<file path="src/rtl/rto_pkg.sv">
// Package: shared types for the retentive step timer.
// Assumes: nothing; holds only type definitions.
package rto_pkg;

    // Count update chosen for one clock edge.
    typedef enum logic [1:0] {
        ACT_HOLD  = 2'd0,
        ACT_CLEAR = 2'd1,
        ACT_STEP  = 2'd2
    } rto_act_e;

endpackage

</file>
<file path="src/rtl/rto_ctrl.sv">
// Module: rto_ctrl
// Picks the count update for the current edge from the scan strobe, the
// clear request, the run request and the below-limit compare result.
// Assumes: below_i is the live unsigned compare of the count against the limit.
module rto_ctrl
    import rto_pkg::*;
(
    input  logic     tick_i,
    input  logic     enable_i,
    input  logic     clear_i,
    input  logic     below_i,
    output rto_act_e act_o
);

    // Priority: no tick holds, then clear wins, then step while running below the limit.
    always_comb begin
        act_o = ACT_HOLD;
        if (tick_i) begin
            if (clear_i)
                act_o = ACT_CLEAR;
            else if (enable_i && below_i)
                act_o = ACT_STEP;
        end
    end

endmodule

</file>
<file path="src/rtl/rto_accum.sv">
// Module: rto_accum
// Holds the retained count and applies the chosen update on each edge.
// Assumes: ACT_STEP is only requested while the count is below the limit,
// so the increment cannot wrap.
module rto_accum
    import rto_pkg::*;
#(
    parameter int ACC_W = 16
) (
    input  logic             clk,
    input  logic             rst_n,
    input  rto_act_e         act_i,
    input  logic             tick_i,
    input  logic             enable_i,
    input  logic             clear_i,
    input  logic [ACC_W-1:0] preset_i,
    output logic [ACC_W-1:0] acc_o
);

    localparam logic [ACC_W-1:0] ACC_ZERO = '0;
    localparam logic [ACC_W-1:0] ACC_ONE  = ACC_W'(1);

    logic [ACC_W-1:0] acc_q;

    // Count register: synchronous reset, then the selected update.
    always_ff @(posedge clk) begin
        if (!rst_n) begin
            acc_q <= ACC_ZERO;
        end else begin
            case (act_i)
                ACT_CLEAR: acc_q <= ACC_ZERO;
                ACT_STEP:  acc_q <= acc_q + ACC_ONE;
                default:   acc_q <= acc_q;
            endcase
        end
    end

    assign acc_o = acc_q;

    // Clear on a tick empties the count.
    p_clear_zero_r4: assert property (@(posedge clk) disable iff (!rst_n)
        (tick_i && clear_i) |=> (acc_o == ACC_ZERO));

    // Running below the limit adds exactly one.
    p_step_one_r5: assert property (@(posedge clk) disable iff (!rst_n)
        (tick_i && !clear_i && enable_i && (acc_o < preset_i)) |=> (acc_o == $past(acc_o) + ACC_ONE));

    // Loss of run request keeps the count.
    p_retain_r6: assert property (@(posedge clk) disable iff (!rst_n)
        (tick_i && !clear_i && !enable_i) |=> $stable(acc_o));

    // At or beyond the limit the count holds.
    p_no_overrun_r7: assert property (@(posedge clk) disable iff (!rst_n)
        (tick_i && !clear_i && (acc_o >= preset_i)) |=> $stable(acc_o));

    // No tick, no change.
    p_tick_gate_r8: assert property (@(posedge clk) disable iff (!rst_n)
        !tick_i |=> $stable(acc_o));

endmodule

</file>
<file path="src/rtl/rto_status.sv">
// Module: rto_status
// Derives the combinational status flags from the run request, the limit
// and the stored count, and provides the below-limit compare to the control logic.
// Assumes: clk and rst_n serve only the local checks.
module rto_status #(
    parameter int ACC_W = 16
) (
    input  logic             clk,
    input  logic             rst_n,
    input  logic             enable_i,
    input  logic [ACC_W-1:0] preset_i,
    input  logic [ACC_W-1:0] acc_i,
    output logic             below_o,
    output logic             enabled_o,
    output logic             done_o,
    output logic             timing_o
);

    // Unsigned limit compare and run-gated flags.
    always_comb begin
        below_o   = (acc_i < preset_i);
        enabled_o = enable_i;
        done_o    = enable_i && !below_o;
        timing_o  = enable_i && below_o;
    end

    // Flags are mutually exclusive.
    p_flags_excl_r3: assert property (@(posedge clk) disable iff (!rst_n)
        !(done_o && timing_o));

    // With the run request low, neither flag is raised.
    p_flags_gated_r2: assert property (@(posedge clk) disable iff (!rst_n)
        !enabled_o |-> (!done_o && !timing_o));

    // With the run request high, exactly one flag is raised.
    p_flags_cover_r2: assert property (@(posedge clk) disable iff (!rst_n)
        enabled_o |-> $onehot({done_o, timing_o}));

endmodule

</file>
<file path="src/rtl/retentive_timer.sv">
// Module: retentive_timer
// Retentive scan-count timer: accumulates ticks while running, keeps the
// count across run loss, and clears only on a ticked clear or block reset.
// Assumes: tick_i is a one-cycle strobe in the clk domain; rst_n is synchronous.
module retentive_timer
    import rto_pkg::*;
#(
    parameter int ACC_W = 16
) (
    input  logic             clk,
    input  logic             rst_n,
    input  logic             tick_i,
    input  logic             enable_i,
    input  logic             clear_i,
    input  logic [ACC_W-1:0] preset_i,
    output logic             enabled_o,
    output logic             done_o,
    output logic             timing_o,
    output logic [ACC_W-1:0] accum_o
);

    rto_act_e         act;
    logic             below;
    logic [ACC_W-1:0] acc;

    rto_ctrl u_ctrl (
        .tick_i   (tick_i),
        .enable_i (enable_i),
        .clear_i  (clear_i),
        .below_i  (below),
        .act_o    (act)
    );

    rto_accum #(.ACC_W(ACC_W)) u_accum (
        .clk      (clk),
        .rst_n    (rst_n),
        .act_i    (act),
        .tick_i   (tick_i),
        .enable_i (enable_i),
        .clear_i  (clear_i),
        .preset_i (preset_i),
        .acc_o    (acc)
    );

    rto_status #(.ACC_W(ACC_W)) u_status (
        .clk       (clk),
        .rst_n     (rst_n),
        .enable_i  (enable_i),
        .preset_i  (preset_i),
        .acc_i     (acc),
        .below_o   (below),
        .enabled_o (enabled_o),
        .done_o    (done_o),
        .timing_o  (timing_o)
    );

    assign accum_o = acc;

    // Block reset empties the count.
    p_reset_zero_r9: assert property (@(posedge clk)
        !rst_n |=> (accum_o == '0));

endmodule

</file>
<file path="config.mk">
export PLATFORM = sky130hd
export DESIGN_NAME = retentive_timer
export DESIGN_NICKNAME = d
export VERILOG_FILES = /design/src/rtl/rto_pkg.sv /design/src/rtl/rto_ctrl.sv /design/src/rtl/rto_accum.sv /design/src/rtl/rto_status.sv /design/src/rtl/retentive_timer.sv
export SDC_FILE = /design/constraint.sdc
export NUM_CORES = 1
export LEC_CHECK = 0
export ABC_AREA = 1
export BUFFER_PORTS_ARGS = -buffer_cell sky130_fd_sc_hd__buf_2
export CELL_PAD_IN_SITES_DETAIL_PLACEMENT = 1
export CELL_PAD_IN_SITES_GLOBAL_PLACEMENT = 1
export CORE_UTILIZATION = 34
export DETAILED_ROUTE_END_ITERATION = 10
export PLACE_DENSITY_LB_ADDON = 0.1
export SLEW_MARGIN = 20
export SYNTH_ARGS = -nofsm -noshare
export SYNTH_HDL_FRONTEND = slang
export SYNTH_SLANG_ARGS = --single-unit
</file>
<file path="constraint.sdc">
create_clock -name clk -period 3.3 [get_ports clk]
set_input_delay 0.66 -clock clk [delete_from_list [all_inputs] [get_ports clk]]
set_output_delay 0.66 -clock clk [all_outputs]
set_load 0.05 [all_outputs]
</file>
==> flow_metrics.py <==
metrics = {
    "timing": {
        "slew_headroom_pct": 71.1,
        "max_freq_mhz": 353,
        "final_max_slew_viol_count": 0,
        "post-route-period-util_pct": 85.7,
        "setup_viol": 0,
        "finalHoldViolations": 0,
        "fin_hold_ws_ns": 0.523,
        "rsz0062_at_grt": "no",
        "min_period_ns": 2.83,
        "tns_ns": 0,
        "worstMarginPinSlew_ns": 0.434,
        "finClkSkew_ns": 0.00346,
        "fin_ws_ns": 0.471,
    },
    "setup_path": {
        "worst-path-max-fanout": 8,
        "path_common_cell": "nand2_1",
        "worstPathCellList": "buf_2 > inv_1 > ha_1 > a21oi_1 > nor2_1 > nor3_1 > nand2_1 > nand2_1 > nand3_1 > nor2_1 > ha_1 > inv_1 > nand2_1 > nor3_1 > nand4_1 > nand2_1 > nor2_1",
        "critPathCaptureType": "flop",
        "cpPeakStageDelay_ns": 0.40,
        "worstPathArrival_ns": 3.02,
        "cp.required_ns": 3.49,
        "worst_path_max_delay_cell": "ha_1",
        "cp-start-kind": "input port",
        "crit_type": "in2reg",
    },
    "floorplanning": {
        "die_x_um": 61.9,
        "rows": 21,
        "die_area_um2": 3840,
        "fp.coreArea_um2": 3390,
        "io_pins": 40,
        "die_y_um": 61.9,
        "start_util_pct": 36.0,
    },
    "finish": {
        "fillers": 461,
        "multi_input_area_um2": 759,
        "fin_cells": 263,
        "seq_area_um2": 320,
        "diodes": 0,
        "stdcell_area_um2": 1490,
        "drive_gt1_share_pct": 25.3,
        "fin_nets": 256,
        "largest_reg_flops": 16,
        "area_growth_syn_to_layout_pct": 22.1,
    },
    "placed_design": {
        "dp_cells": 259,
        "io_buffers": 39,
        "dp_hpwl_um": 2660,
        "place_congestion": 0.788,
        "place_worst_setup_slack_ns": 0.166,
        "place_area_um2": 1460,
    },
    "logic_synthesis": {
        "netlist_instances": 176,
        "syn-cell-area_um2": 1220,
        "ys_types": 27,
        "synth-seq-cells": 16,
        "yosysSeqAreaShare_pct": 26.2,
        "synth_top_area_cell": "dfxtp_1",
        "syn_nets": 214,
        "avgSynthCellArea_um2": 6.94,
        "netlist_top_cells_area": "dfxtp_1 26%, ha_1 17%, nand2_1 11%, inv_1 9.5%, nor2_1 6.5%",
        "yosysTopAreaCellShare_pct": 26.2,
        "yosys_warnings": 0,
    },
    "grt": {
        "grt_pass1_wl_um": 4770,
        "grt_max_degree": 11,
        "grt_remaining_overflow": 0,
        "antenna_found_initial": 0,
        "grt_usage_pct": 17.1,
        "grt_pass1_vias": 1089,
    },
    "clock_network": {
        "postCtsHoldBufs": 0,
        "clk_pin_slew_ns": 0.10,
        "post_cts_resized": 0,
        "clock-sinks": 16,
        "cts_setup_buffers": 0,
        "cts_root_buffer": "clkbuf_4",
        "clockBufferDepth": 2,
        "cts_buffers": 3,
        "cts_tree": "done",
        "clk_latency_ns": 0.29,
        "h-tree-depth": 1,
    },
    "route": {
        "drt-wirelength-per-cell_um": 12.1,
        "routed_via_density": 4.80,
        "via_count": 1262,
        "drc": 0,
        "first_pass_iters": 4,
        "antenna_left": 0,
        "wl_um": 3180,
        "drt_iter0_markers": 20,
    },
    "pwr": {
        "leakagePower_nw": 0.819,
        "vdd_drop_max_mv": 0.188,
        "power.density_nw_per_um2": 272,
    },
    "status": {
        "status": "finished, final reports clean",
    },
    "worst_hold_path": {
        "min_path_type": "reg2reg",
    },
    "run": {
        "drv_cap": 0,
    },
}
==> synth_stat cells, drive strengths merged <==
| master | number |
|---|---|
| nand2 | 37 |
| a21oi | 15 |
| nor3 | 9 |
| a31oi | 1 |
| ha | 17 |
| a211oi | 1 |
| and3 | 1 |
| buf | 2 |
| nand3 | 5 |
| nand4 | 3 |
| o21a | 2 |
| a21boi | 1 |
| inv | 32 |
| dfxtp | 16 |
| o21bai | 1 |
| nor2 | 25 |
| o21ai | 8 |
==> worst max-delay path, delay by kind of cell <==
family	cells	cell delay (ns)
buffers and inverters	3	0.32
adders and majority gates	2	0.69
AOI/OAI and AO/OA	1	0.14
and+or+nand+nor	11	1.18
==> cells by family after synthesis <==
| logic type | synth area share [%] |
|---|---|
| buf+inv | 11.6 |
| fa+ha+maj | 17.4 |
| flops | 26.2 |
| simple gates | 30.8 |
| compound gates | 13.9 |
==> power breakdown <==
part	internal, mW	switching (mW)	leakage [nW]	total (mW)
clock network	0.0672	0.0674	0.0210	0.135
registers	0.195	0.00304	0.129	0.198
logic	0.0265	0.0462	0.669	0.0727
==> placed cells by master, fill, tap and decap left out <==
cell / Yosys / layout
dfxtp_1: 16 / 16
nor3_1: 7 / 7
nor2_4: 1 / 1
o21ai_0: 6 / 6
and3_1: 1 / 1
inv_1: 31 / 31
nand3_1: 2 / 2
o21ai_4: 1 / 1
clkbuf_8: 0 / 1
inv_4: 1 / 1
a211oi_1: 1 / 1
o21ai_1: 1 / 1
buf_2: 0 / 39
nor3_2: 1 / 1
a21boi_0: 1 / 1
ha_1: 17 / 17
nand2_1: 36 / 36
a31oi_1: 1 / 1
nand3_2: 3 / 3
nor3_4: 1 / 1
nor2_2: 3 / 3
nor2_1: 21 / 21
clkbuf_4: 0 / 3
a21oi_1: 15 / 15
nand4_1: 3 / 3
o21a_1: 2 / 2
nand2_2: 1 / 1
o21bai_1: 1 / 1
==> area by class of cell <==
cell class	count	share of cell area [%]
multi-input combinational	126	50.9
sequential	16	21.5
timing repair buffer	39	13.1
inverter	32	8.22
tap	46	3.86
clock buffer	4	2.43
==> routing by layer <==
metal | part of all wire, % | up-vias | GRT usage (%) | wire length [um]
met5 | 0 | - | 0 | 0
met4 | 0.44 | 0 | 2.86 | 14
met3 | 3.5 | 2 | 3.73 | 110
met2 | 49 | 22 | 29.5 | 1570
met1 | 47 | 585 | 22.4 | 1490
li1 | - | 653 | - | -
==> path summary, 6_finish.rpt <==
kind / slack (ns) / start / cells past startpoint / endpoint
max: 0.47 / preset_i[5] / 17 / u_accum.acc_o[15]$_SDFFE_PN0P_
min: 0.52 / u_accum.acc_o[4]$_SDFFE_PN0P_ / 2 / u_accum.acc_o[4]$_SDFFE_PN0P_
max reg2reg: 0.48 / u_accum.acc_o[9]$_SDFFE_PN0P_ / 15 / u_accum.acc_o[15]$_SDFFE_PN0P_
min reg2reg: 0.52 / u_accum.acc_o[4]$_SDFFE_PN0P_ / 2 / u_accum.acc_o[4]$_SDFFE_PN0P_
==> stage by stage <==
stage / total power [mW] / utilization (%)
2_1_floorplan: 0.253 / -
3_3_place_gp: 0.273 / 42.9
3_5_place_dp: 0.276 / 42.9
4_1_cts: 0.413 / 44.0
5_1_grt: 0.429 / 44.0
6_report: 0.405 / 44.0
Power figures use the tool's default switching activity.
